**src/rtl/evlog_pkg.sv**
```systemverilog
package evlog_pkg;
    typedef enum logic [1:0] {
        OP_INSERT  = 2'd0,
        OP_GET     = 2'd1,
        OP_CLEAR   = 2'd2,
        OP_DISCARD = 2'd3
    } op_e;

    typedef enum logic [1:0] {
        RES_OK      = 2'd0,
        RES_INVALID = 2'd1,
        RES_FULL    = 2'd2
    } res_e;

    typedef enum logic [1:0] {
        ST_IDLE,
        ST_GET,
        ST_CLR_LOAD,
        ST_CLR_CHECK
    } st_e;
endpackage

```
**src/rtl/evlog_store.sv**
```systemverilog
// Circular record buffer; DEPTH must be a power of two.
module evlog_store #(
    parameter int DEPTH = 8,
    parameter int W     = 112,
    localparam int PW   = $clog2(DEPTH),
    localparam int CW   = $clog2(DEPTH + 1)
) (
    input  logic          clk,
    input  logic          rst_n,
    input  logic          push_i,
    input  logic [W-1:0]  push_rec_i,
    input  logic [CW-1:0] pop_n_i,
    input  logic          flush_i,
    output logic [CW-1:0] count_o,
    output logic [W-1:0]  peek_o [DEPTH]
);
    logic [W-1:0]  mem [DEPTH];
    logic [PW-1:0] head_q, tail_q;
    logic [CW-1:0] count_q;

    always_ff @(posedge clk) begin
        if (!rst_n) begin
            head_q  <= '0;
            tail_q  <= '0;
            count_q <= '0;
        end else if (flush_i) begin
            head_q  <= tail_q;
            count_q <= '0;
        end else begin
            if (push_i) tail_q <= tail_q + PW'(1);
            head_q  <= head_q + PW'(pop_n_i);
            count_q <= count_q + CW'(push_i) - pop_n_i;
        end
    end

    always_ff @(posedge clk) begin
        if (push_i && !flush_i) mem[tail_q] <= push_rec_i;
    end

    for (genvar g = 0; g < DEPTH; g++) begin : g_peek
        assign peek_o[g] = mem[head_q + PW'(g)];
    end

    assign count_o = count_q;

    a_r1_no_push_full: assert property (@(posedge clk) disable iff (!rst_n)
        push_i |-> count_q < CW'(DEPTH));
    a_r9_pop_bound: assert property (@(posedge clk) disable iff (!rst_n)
        pop_n_i <= count_q);
endmodule

```
**src/rtl/evlog_handle_gen.sv**
```systemverilog
module evlog_handle_gen #(
    parameter int HW = 16
) (
    input  logic          clk,
    input  logic          rst_n,
    input  logic          adv_i,
    output logic [HW-1:0] handle_o
);
    logic [HW-1:0] h_q;
    logic [HW-1:0] h_nxt;

    assign h_nxt = h_q + HW'(1);

    always_ff @(posedge clk) begin
        if (!rst_n)     h_q <= HW'(1);
        else if (adv_i) h_q <= (h_nxt == '0) ? HW'(1) : h_nxt;
    end

    assign handle_o = h_q;

    a_r3_handle_nonzero: assert property (@(posedge clk) disable iff (!rst_n)
        handle_o != '0);
    a_r3_handle_held: assert property (@(posedge clk) disable iff (!rst_n)
        !adv_i |=> $stable(handle_o));
endmodule

```
**src/rtl/evlog_ovf.sv**
```systemverilog
module evlog_ovf #(
    parameter int TSW = 64,
    parameter int OCW = 16
) (
    input  logic           clk,
    input  logic           rst_n,
    input  logic           hit_i,
    input  logic           clr_i,
    input  logic [TSW-1:0] ts_i,
    output logic [OCW-1:0] cnt_o,
    output logic [TSW-1:0] first_o,
    output logic [TSW-1:0] last_o
);
    always_ff @(posedge clk) begin
        if (!rst_n || clr_i) begin
            cnt_o   <= '0;
            first_o <= '0;
            last_o  <= '0;
        end else if (hit_i) begin
            if (cnt_o == '0) first_o <= ts_i;
            cnt_o  <= cnt_o + OCW'(1);
            last_o <= ts_i;
        end
    end

    a_r2_first_latch: assert property (@(posedge clk) disable iff (!rst_n)
        (hit_i && !clr_i && cnt_o == '0) |=> first_o == $past(ts_i));
    a_r2_first_kept: assert property (@(posedge clk) disable iff (!rst_n)
        (hit_i && !clr_i && cnt_o != '0) |=> $stable(first_o));
endmodule

```
**src/rtl/evlog_queue.sv**
```systemverilog
module evlog_queue
    import evlog_pkg::*;
#(
    parameter int DEPTH    = 8,
    parameter int DATA_W   = 32,
    parameter int HANDLE_W = 16,
    parameter int TS_W     = 64,
    parameter int OVF_W    = 16,
    parameter int NUM_LOGS = 5,
    parameter int SEL_W    = 3,
    localparam int CW      = $clog2(DEPTH + 1),
    localparam int PW      = $clog2(DEPTH),
    localparam int REC_W   = DATA_W + HANDLE_W + TS_W
) (
    input  logic                clk,
    input  logic                rst_n,
    input  logic [TS_W-1:0]     ts_i,
    input  logic                op_valid_i,
    input  logic [1:0]          op_code_i,
    input  logic [SEL_W-1:0]    op_sel_i,
    input  logic [CW-1:0]       op_count_i,
    input  logic [DATA_W-1:0]   ins_data_i,
    output logic                busy_o,
    input  logic                hnd_valid_i,
    input  logic [HANDLE_W-1:0] hnd_data_i,
    output logic                hnd_ready_o,
    output logic                rec_valid_o,
    input  logic                rec_ready_i,
    output logic [DATA_W-1:0]   rec_data_o,
    output logic [HANDLE_W-1:0] rec_handle_o,
    output logic [TS_W-1:0]     rec_ts_o,
    output logic                done_o,
    output logic [1:0]          result_o,
    output logic [CW-1:0]       got_count_o,
    output logic                more_o,
    output logic                ovf_flag_o,
    output logic [OVF_W-1:0]    ovf_count_o,
    output logic [TS_W-1:0]     ovf_first_o,
    output logic [TS_W-1:0]     ovf_last_o,
    output logic                status_o,
    output logic                irq_o
);
    st_e st_q, st_d;

    logic [CW-1:0]       cnt;
    logic [REC_W-1:0]    peek [DEPTH];
    logic [HANDLE_W-1:0] cur_handle;
    logic [CW-1:0]       sent_q, lim_q, hcnt_q, nreq_q, clr_k, pop_n;
    logic [HANDLE_W-1:0] hbuf [DEPTH];
    logic [DEPTH-1:0]    bad_vec;
    logic                accept, sel_ok, full, push, ovf_hit, flush, clr_bad, hnd_take;
    op_e                 op;

    assign op       = op_e'(op_code_i);
    assign accept   = op_valid_i && (st_q == ST_IDLE);
    assign sel_ok   = {1'b0, op_sel_i} < (SEL_W + 1)'(NUM_LOGS);
    assign full     = (cnt == CW'(DEPTH));
    assign push     = accept && sel_ok && (op == OP_INSERT) && !full;
    assign ovf_hit  = accept && sel_ok && (op == OP_INSERT) && full;
    assign flush    = accept && sel_ok && (op == OP_DISCARD);
    assign clr_k    = (nreq_q < cnt) ? nreq_q : cnt;

    // Handle check: only positions that hold a record are compared.
    for (genvar g = 0; g < DEPTH; g++) begin : g_chk
        assign bad_vec[g] = (CW'(g) < clr_k) &&
                            ((hbuf[g] == '0) || (peek[g][TS_W +: HANDLE_W] != hbuf[g]));
    end
    assign clr_bad = |bad_vec;
    assign pop_n   = (st_q == ST_CLR_CHECK && !clr_bad) ? clr_k : '0;

    assign busy_o       = (st_q != ST_IDLE);
    assign rec_valid_o  = (st_q == ST_GET) && (sent_q < lim_q);
    assign rec_data_o   = peek[sent_q[PW-1:0]][REC_W-1 -: DATA_W];
    assign rec_handle_o = peek[sent_q[PW-1:0]][TS_W +: HANDLE_W];
    assign rec_ts_o     = peek[sent_q[PW-1:0]][TS_W-1:0];
    assign hnd_ready_o  = (st_q == ST_CLR_LOAD) && (hcnt_q < nreq_q);
    assign hnd_take     = hnd_ready_o && hnd_valid_i;

    evlog_store #(.DEPTH(DEPTH), .W(REC_W)) i_store (
        .clk(clk), .rst_n(rst_n), .push_i(push),
        .push_rec_i({ins_data_i, cur_handle, ts_i}),
        .pop_n_i(pop_n), .flush_i(flush), .count_o(cnt), .peek_o(peek)
    );

    evlog_handle_gen #(.HW(HANDLE_W)) i_hgen (
        .clk(clk), .rst_n(rst_n), .adv_i(push), .handle_o(cur_handle)
    );

    evlog_ovf #(.TSW(TS_W), .OCW(OVF_W)) i_ovf (
        .clk(clk), .rst_n(rst_n), .hit_i(ovf_hit), .clr_i(flush || (pop_n != '0)),
        .ts_i(ts_i), .cnt_o(ovf_count_o), .first_o(ovf_first_o), .last_o(ovf_last_o)
    );

    // Next-state logic
    always_comb begin
        st_d = st_q;
        unique case (st_q)
            ST_IDLE: begin
                if (accept && sel_ok) begin
                    if (op == OP_GET) st_d = ST_GET;
                    else if (op == OP_CLEAR && op_count_i <= CW'(DEPTH)) st_d = ST_CLR_LOAD;
                end
            end
            ST_GET:       if (sent_q == lim_q) st_d = ST_IDLE;
            ST_CLR_LOAD:  if (hcnt_q == nreq_q) st_d = ST_CLR_CHECK;
            ST_CLR_CHECK: st_d = ST_IDLE;
            default:      st_d = ST_IDLE;
        endcase
    end

    // State register
    always_ff @(posedge clk) begin
        if (!rst_n) st_q <= ST_IDLE;
        else        st_q <= st_d;
    end

    // Outputs and operation registers
    always_ff @(posedge clk) begin
        if (!rst_n) begin
            done_o      <= 1'b0;
            result_o    <= RES_OK;
            got_count_o <= '0;
            more_o      <= 1'b0;
            ovf_flag_o  <= 1'b0;
            status_o    <= 1'b0;
            irq_o       <= 1'b0;
            sent_q      <= '0;
            lim_q       <= '0;
            hcnt_q      <= '0;
            nreq_q      <= '0;
        end else begin
            done_o <= 1'b0;
            irq_o  <= 1'b0;
            unique case (st_q)
                ST_IDLE: begin
                    if (accept && !sel_ok) begin
                        done_o   <= 1'b1;
                        result_o <= RES_INVALID;
                    end else if (accept) begin
                        unique case (op)
                            OP_INSERT: begin
                                done_o   <= 1'b1;
                                result_o <= full ? RES_FULL : RES_OK;
                                if (!full) begin
                                    status_o <= 1'b1;
                                    irq_o    <= (cnt == '0);
                                end
                            end
                            OP_GET: begin
                                sent_q <= '0;
                                lim_q  <= (op_count_i < cnt) ? op_count_i : cnt;
                            end
                            OP_CLEAR: begin
                                if (op_count_i > CW'(DEPTH)) begin
                                    done_o   <= 1'b1;
                                    result_o <= RES_INVALID;
                                end
                                hcnt_q <= '0;
                                nreq_q <= op_count_i;
                            end
                            OP_DISCARD: begin
                                done_o   <= 1'b1;
                                result_o <= RES_OK;
                                status_o <= 1'b0;
                            end
                            default: ;
                        endcase
                    end
                end
                ST_GET: begin
                    if (rec_valid_o && rec_ready_i) sent_q <= sent_q + CW'(1);
                    if (sent_q == lim_q) begin
                        done_o      <= 1'b1;
                        result_o    <= RES_OK;
                        got_count_o <= sent_q;
                        more_o      <= (cnt != '0);
                        ovf_flag_o  <= (ovf_count_o != '0);
                    end
                end
                ST_CLR_LOAD: begin
                    if (hnd_take) hcnt_q <= hcnt_q + CW'(1);
                end
                ST_CLR_CHECK: begin
                    done_o   <= 1'b1;
                    result_o <= clr_bad ? RES_INVALID : RES_OK;
                    if (!clr_bad && clr_k == cnt) status_o <= 1'b0;
                end
                default: ;
            endcase
        end
    end

    always_ff @(posedge clk) begin
        if (hnd_take) hbuf[hcnt_q[PW-1:0]] <= hnd_data_i;
    end

    a_r4_status_tracks: assert property (@(posedge clk) disable iff (!rst_n)
        status_o == (cnt != '0));
    a_r5_irq_first: assert property (@(posedge clk) disable iff (!rst_n)
        irq_o |-> cnt == CW'(1));
    a_r5_irq_pulse: assert property (@(posedge clk) disable iff (!rst_n)
        irq_o |=> !irq_o);
    a_r8_invalid_keeps: assert property (@(posedge clk) disable iff (!rst_n)
        (done_o && result_o == RES_INVALID) |-> cnt == $past(cnt));
    a_r6_hold: assert property (@(posedge clk) disable iff (!rst_n)
        (rec_valid_o && !rec_ready_i) |=> rec_valid_o && $stable(rec_handle_o) && $stable(rec_data_o));
    a_r12_done_idle: assert property (@(posedge clk) disable iff (!rst_n)
        (done_o && $past(st_q) != ST_IDLE) |-> st_q == ST_IDLE);
endmodule

```
**config.mk**
```make
export PLATFORM = sky130hd
export DESIGN_NAME = evlog_queue
export DESIGN_NICKNAME = d
export VERILOG_FILES = /design/src/rtl/evlog_pkg.sv /design/src/rtl/evlog_store.sv /design/src/rtl/evlog_handle_gen.sv /design/src/rtl/evlog_ovf.sv /design/src/rtl/evlog_queue.sv
export SDC_FILE = /design/constraint.sdc
export NUM_CORES = 2
export LEC_CHECK = 0
export BUFFER_PORTS_ARGS = -buffer_cell sky130_fd_sc_hd__buf_2
export CAP_MARGIN = 20
export CORE_ASPECT_RATIO = 0.75
export CORE_MARGIN = 2
export CORE_UTILIZATION = 50
export CTS_CLUSTER_SIZE = 24
export DETAILED_ROUTE_END_ITERATION = 10
export GPL_ROUTABILITY_DRIVEN = 0
export PLACE_DENSITY = 0.67
export SETUP_SLACK_MARGIN = 0.1
export SKIP_CTS_REPAIR_TIMING = 1
export SLEW_MARGIN = 20
export SYNTH_ARGS = -nofsm -noshare
export SYNTH_HDL_FRONTEND = slang
export SYNTH_SLANG_ARGS = --single-unit
```
**constraint.sdc**
```tcl
create_clock -name clk -period 53.8 [get_ports clk]
set_input_delay 13.45 -clock clk [delete_from_list [all_inputs] [get_ports clk]]
set_output_delay 13.45 -clock clk [all_outputs]
set_load 0.005 [all_outputs]
```
# Word level (Yosys, flattened, before mapping)
# Memory sizes are Yosys's and may differ from the RTL's. A register that Yosys moved wholly into a read port is not among the register bits.
# Index checks and enable logic that the tools add are counted.
dict set report word_totals {
  reg_bits 199
  ramBits 1024
  input_bits 126
  output_inout_bits 270
  wordCells 214
  memories 2
}
dict set report op_classes {
  n_addsub 15
  order_cmp 16
  eq_ne 34
  muxes 48
  n_bitwise 7
  reduce_logical 73
}
# memory words width read_ports rd_ports_with_merged_regs write_ports line
set memory_table {}
lappend memory_table {i_store.mem 8 112 8 1 1 evlog_store.sv:17} ;# logic [W-1:0] mem [DEPTH];
lappend memory_table {hbuf 8 16 8 0 1 evlog_queue.sv:49} ;# logic [HANDLE_W-1:0] hbuf [DEPTH];
# operator count
set ops {}
lappend ops {{$bmux 112 s3} 1}
lappend ops {{$mux 112} 2}
lappend ops {{$logic_not 16->1} 10}
lappend ops {{$ne 16x16->1} 8}
lappend ops {{$mux 4} 11}
lappend ops {{$add 16x1->16 const B} 2}
lappend ops {{$logic_and 1x1->1} 23}
lappend ops {{$mux 2} 9}
lappend ops {{$lt 3x4->1 const A} 4}
lappend ops {{$lt 4x4->1} 4}
lappend ops {{$mux 16} 1}
lappend ops {{$pmux 4 s2} 2}
lappend ops {{$reduce_bool 16->1} 1}
lappend ops {{$reduce_and 5->1} 3}
lappend ops {{$ne 2x1->1 const B} 7}
lappend ops {{$mux 1} 13}
lappend ops {{$add 3x3->3 const B} 4}
lappend ops {{$eq 4x4->1} 3}
lappend ops {{$pmux 2 s3} 2}
lappend ops {{$reduce_and 4->1} 3}
lappend ops {{$logic_or 1x1->1} 10}
lappend ops {{$add 4x1->4 const B} 2}
lappend ops {{$eq 2x2->1 const B} 4}
lappend ops {{$lt 1x4->1 const A} 2}
lappend ops {{35 further kinds} 62}

# Logic depth before layout (Yosys ltp)
# An unclocked memory read counts as a cell.
dict set report depth {
  ltp_word 12
  depth_mapped 28
  depth_no_buf 20
}

# Cells and area by module
# Synthesis repeated with hierarchy kept, for this count alone.
dict set report hier_totals {
  cells_unflattened 5736
  area_unflattened_um2 80598.6
}
# mod instances cells_per_inst area_each_um2 seq_area_each_um2
set modules_own_cells {}
lappend modules_own_cells {evlog_store 1 4006 59602.2 27106.0}
lappend modules_own_cells {evlog_queue 1 1037 14345.0 4424.2}
lappend modules_own_cells {evlog_ovf 1 582 5677.9 2882.8}
lappend modules_own_cells {evlog_handle_gen 1 111 973.4 320.3}

# Least setup slack after synthesis
# OpenSTA, ideal clock, no wires.
dict set report synth_timing {
  kind {input port to flip-flop}
  start {input op_sel_i[1]}
  end {memory i_store.mem[0][0] (enable)}
  setup_ns 0.896
  arrival_time_ns 25.976
  required_ns 52.904
  setup_slack_ns 26.928
  path_stages 7
  n_path_buf 1
  path_cell_list {o21a_1 -> nor2_1 -> nand2_1 -> nor2_1 -> inv_1 -> clkbuf_1 -> nor4b_1}
}
dict set report synth_via {
  elab_chain_cells 7
  elab_cells_between_ends 9
  cone_classes {order compare: 1; mux: 2; reduce/logical: 6}
}
# item line
set synth_rtl {}
lappend synth_rtl {{start: declaration} evlog_queue.sv:20} ;# input logic [SEL_W-1:0] op_sel_i,
lappend synth_rtl {{$lt 3x3->1 *} evlog_queue.sv:56} ;# assign sel_ok = {1'b0, op_sel_i} < (SEL_W + 1)'(NUM_LOGS);
lappend synth_rtl {{$logic_and 1x1->1 *} {evlog_queue.sv:58, evlog_queue.sv:60}}
lappend synth_rtl {{$logic_and 1x1->1 (on tied branches)} {evlog_queue.sv:58, evlog_queue.sv:60}}
lappend synth_rtl {{$logic_and 1x1->1 / $logic_not 1->1 (equally long branches)} {evlog_queue.sv:58, evlog_store.sv:37}}
lappend synth_rtl {{$logic_and 1x1->1 *} evlog_store.sv:37} ;# if (push_i && !flush_i) mem[tail_q] <= push_rec_i;
lappend synth_rtl {{$mux 1 *} evlog_store.sv:37}
lappend synth_rtl {{$mux 1 (not written as such) *} evlog_store.sv:37}
lappend synth_rtl {{end: declaration} evlog_store.sv:17}
# Mark *: on every way between the ends. The rest lies on a longest branch, timed or not.

# Worst setup path after layout
dict set report layout_timing {
  start {register i_store.head_q[0]}
  end {output rec_handle_o[6]}
}
dict set report layout_via {
  elab_chain_cells 5
  elab_cells_between_ends 11
  cone_classes {add/sub: 7; mux: 3; memory: 1}
}
# item line
set layout_rtl {}
lappend layout_rtl {{start: declaration} evlog_store.sv:18} ;# logic [PW-1:0] head_q, tail_q;
lappend layout_rtl {{start signal: assignment} evlog_store.sv:27} ;# head_q <= tail_q;
lappend layout_rtl {{start signal: assignment} evlog_store.sv:31} ;# head_q <= head_q + PW'(pop_n_i);
lappend layout_rtl {{$add 3x3->3, or another cell as far along} evlog_store.sv:41} ;# assign peek_o[g] = mem[head_q + PW'(g)];
lappend layout_rtl {{$mem_v2 8x112 *} -}
lappend layout_rtl {{$bmux 112 s3 *} evlog_queue.sv:74} ;# assign rec_handle_o = peek[sent_q[PW-1:0]][TS_W +: HANDLE_W];
lappend layout_rtl {{$mux 112 * (2 in series)} -}
lappend layout_rtl {{end: declaration} evlog_queue.sv:30} ;# output logic [HANDLE_W-1:0] rec_handle_o,
# Mark *: on every way between the ends. The rest lies on a longest branch, timed or not. The select of a mux whose other input is x is not followed.

==> reports/qor.txt <==
======================================================================================================
Layout net count                                                                                 6,101
Share of the yosys chip area belonging to registers                                              44.1%
I/O pin total                                                                                      396
First-pass GRT wire length                                                                  358,000 um
Master of the slowest instance on the critical path                                              buf_4
Cell type with the highest aggregate area in the netlist                                      edfxtp_1
Peak supply drop                                                                           0.0000325 V
Area of the mapped netlist                                                                0.0788 sq mm
Result of the run                                                                            completed
Dpl ws                                                                                       33,080 ps
Layout Skew                                                                                    34.0 ps
Max-Cap Viols                                                                                        0
Crit path cell chain                                                                      clkinv_1 -> buf_4 -> ha_4 -> buf_4 -> buf_4 -> buf_4 -> buf_4 -> mux2_1 -> mux2i_1 -> nor2_1 -> a21oi_1 -> mux4_2 -> a21oi_1 -> buf_2
Count of buffers from port buffering                                                               395
Warnings from Yosys                                                                                  0
Largest net degree at the start of global routing                                                  153
Part of the cycle the worst path needs                                                           40.0%
Number of detailed-routing iterations run before antenna repair                                      8
Setup slack, reg-to-reg                                                                      43,080 ps
Layout cell share with drive strength beyond 1                                                   29.0%
Remaining DRCs                                                                                       0
Effective utilization at floorplan                                                               50.2%
Aggregate global-route resource usage                                                            30.0%
Number of hold violations in the final report                                                        0
Startpoint type of the worst setup path                                                      flip-flop
Die width                                                                                       462 um
Min Clock Period, post-route                                                                 21,530 ps
TritonCTS buffer count                                                                             131
Startpoint-to-endpoint class of the critical path                                           reg -> out
Setup Total Neg Slack                                                                             0 ps
Root buf cell                                                                                clkbuf_16
Sink count of the clock tree                                                                     1,223
Average vias per placed instance                                                                  6.94
CP Data Arrival Time                                                                           8080 ps
Element type at the critical path end                                                       output pin
FP Rows                                                                                            126
Sequential cell area                                                                      0.0348 sq mm
Core footprint                                                                             0.157 sq mm
Cell type with the highest occurrence count on the critical path                                 buf_4
Clock transition at the register clock pins on the worst setup and hold paths after CTS          60 ps
Die Y                                                                                           348 um
Cell with the most instances after synthesis                                                  edfxtp_1
Area taken by multi-input logic gates                                                     0.0418 sq mm
Class of the worst hold path                                                                reg -> reg
Pwr/cell area                                                                             24.2 mW/mm^2
Number of H-tree levels                                                                              4
Fraction of registers with async set/reset                                                          0%
Biggest area contributors in the synthesized netlist                                      edfxtp_1, mux4_2, mux2i_1, dfxtp_1, nand2_1
Post-synth EDFFs                                                                                 1,024
Average wire per standard cell                                                                 29.8 um
RSZ-0062 raised after global routing                                                                no
Post-layout worst setup margin                                                               32,270 ps
Top FF cell, synth                                                                            edfxtp_1
Post-synthesis sequential element count                                                          1,223
Latest clock arrival within the worst-skew pair                                                 800 ps
Antenna-violating nets left                                                                          0
Max Buffers Root-to-Sink                                                                             3
Final Routed Wirelength                                                                     244,000 um
Post-Synthesis Mean Instance Area                                                           13.6 sq um
Delay of the slowest cell on the worst path                                                     870 ps
CTS tree                                                                                          done
Number of antenna violations at the first check in global routing                                   23
Number of instances in the synthesized netlist                                                   5,797
Transition time at the pin with the least slew margin                                          1320 ps
Count of final setup violators                                                                       0
Critical path fanouts, max                                                                          62
Relative area change from synthesis to final layout                                              10.1%
Global-route congestion overflow total                                                               0
Highest Clock Rate                                                                            46.4 MHz
Post-detail-place hpwl                                                                      154,000 um
Data required, critical path                                                                 40,350 ps
Vias post-DR                                                                                    56,700
P_leak                                                                                         28.5 nW
Die footprint                                                                              0.161 sq mm
Area share of the leading cell type in the synthesized netlist                                   39.0%
Hold WS                                                                                         485 ps
Cell types with the highest counts after synthesis                                        edfxtp_1, mux4_2, nand2_1
Max-slew violations                                                                                  0
Number of distinct library cell variants in the gate-level netlist after synthesis                  75
Max-slew headroom                                                                                11.9%
Synthesized netlist net count                                                                    5,964
Via count of the first global-routing pass                                                      54,200
First-iteration detailed-routing DRC count                                                       7,494
Fillcell total                                                                                  12,500
======================================================================================================
==> worst max-delay path, delay by kind of cell, from the launching register on <==
kind / cells / cell delay, ps
AOI/OAI and AO/OA: 2 / 550
adders and majority gates: 1 / 720
buffers and inverters: 7 / 4240
DFF: 1 / 630
muxes: 3 / 850
and+or+nand+nor: 1 / 170
==> report_power, final <==
| group | total [mW] | switching [mW] | internal (mW) |
|---|---|---|---|
| Clock | 0.919 | 0.393 | 0.526 |
| Sequential | 1.04 | 0.00719 | 1.03 |
| Combinational | 0.139 | 0.0851 | 0.0542 |
| Total | 2.10 | 0.485 | 1.61 |
==> worst paths after layout <==
path | end | startpoint | cells past startpoint
setup / recovery | rec_handle_o[6] | i_store.head_q[0] | 14
hold / removal | result_o[1] | result_o[1] | 2
setup reg to reg | i_ovf.last_o[3] | i_store.head_q[0] | 19
hold reg to reg | result_o[1] | result_o[1] | 2
==> cell usage in the layout (no fill, tap or decap), types with 87 or more instances in the layout <==
master and instances:
xor2_1 94, nor2_1 313, xnor2_1 87, nand2_1 787, a31oi_1 122, nor3_1 93
buf_2 395, and3_1 147, buf_4 99, clkbuf_16 135, a21oi_1 187, mux4_2 967
dfxtp_1 193, edfxtp_1 1024, mux2i_1 692
==> stage by stage <==
step	util (%)	total power [mW]	area [sq um]	cells
3_3_place_gp	52.5	1.19	82300	7911
3_5_place_dp	52.5	1.20	82300	7911
6_report	55.3	2.10	86700	8169
2_1_floorplan	-	1.14	78800	5797
5_1_grt	55.3	2.15	86700	8164
4_1_cts	55.2	2.11	86600	8152
==> cell type report <==
class / instances / area share (%)
clock buffers: 170 / 4.16
flip-flops and latches: 1223 / 40.1
clock inverters: 71 / 0.820
well taps: 2112 / 3.05
multi-input cells: 4028 / 48.2
diodes: 15 / 0.0433
inverters: 42 / 0.202
repair buffers: 508 / 3.45
==> state kept, by name, indices dropped and copies added, names as in the netlist, 2 cells and up <==
register,cells
got_count_o,4
hbuf,128
hcnt_q,4
i_hgen.handle_o,16
i_ovf.cnt_o,16
i_ovf.first_o,64
i_ovf.last_o,64
i_store.count_o,4
i_store.head_q,3
i_store.mem,896
i_store.tail_q,3
lim_q,4
nreq_q,4
result_o,2
sent_q,4
st_q,2
==> metal layers <==
metal  GRT usage (%)  vias up  wire length, um
li1                -    23500                -
met1            41.8    29000            95100
met2            45.5     3609           111000
met3            7.44      563            28600
met4            11.3       12             9150
met5               0        -               80
==> cells by family (layout without fill, tap and decap cells) <==
| kind of cell | after synthesis | after routing | share of synthesized area [%] |
|---|---|---|---|
| fa+ha+maj | 41 | 41 | 0.670 |
| other cells | 0 | 15 | 0 |
| simple gates | 1533 | 1533 | 8.48 |
| flops | 1223 | 1223 | 44.1 |
| buf+inv | 546 | 791 | 3.08 |
| mux | 1697 | 1697 | 37.0 |
| xor+xnor | 189 | 189 | 2.13 |
| compound gates | 568 | 568 | 4.54 |
Power figures use the tool's default switching activity.
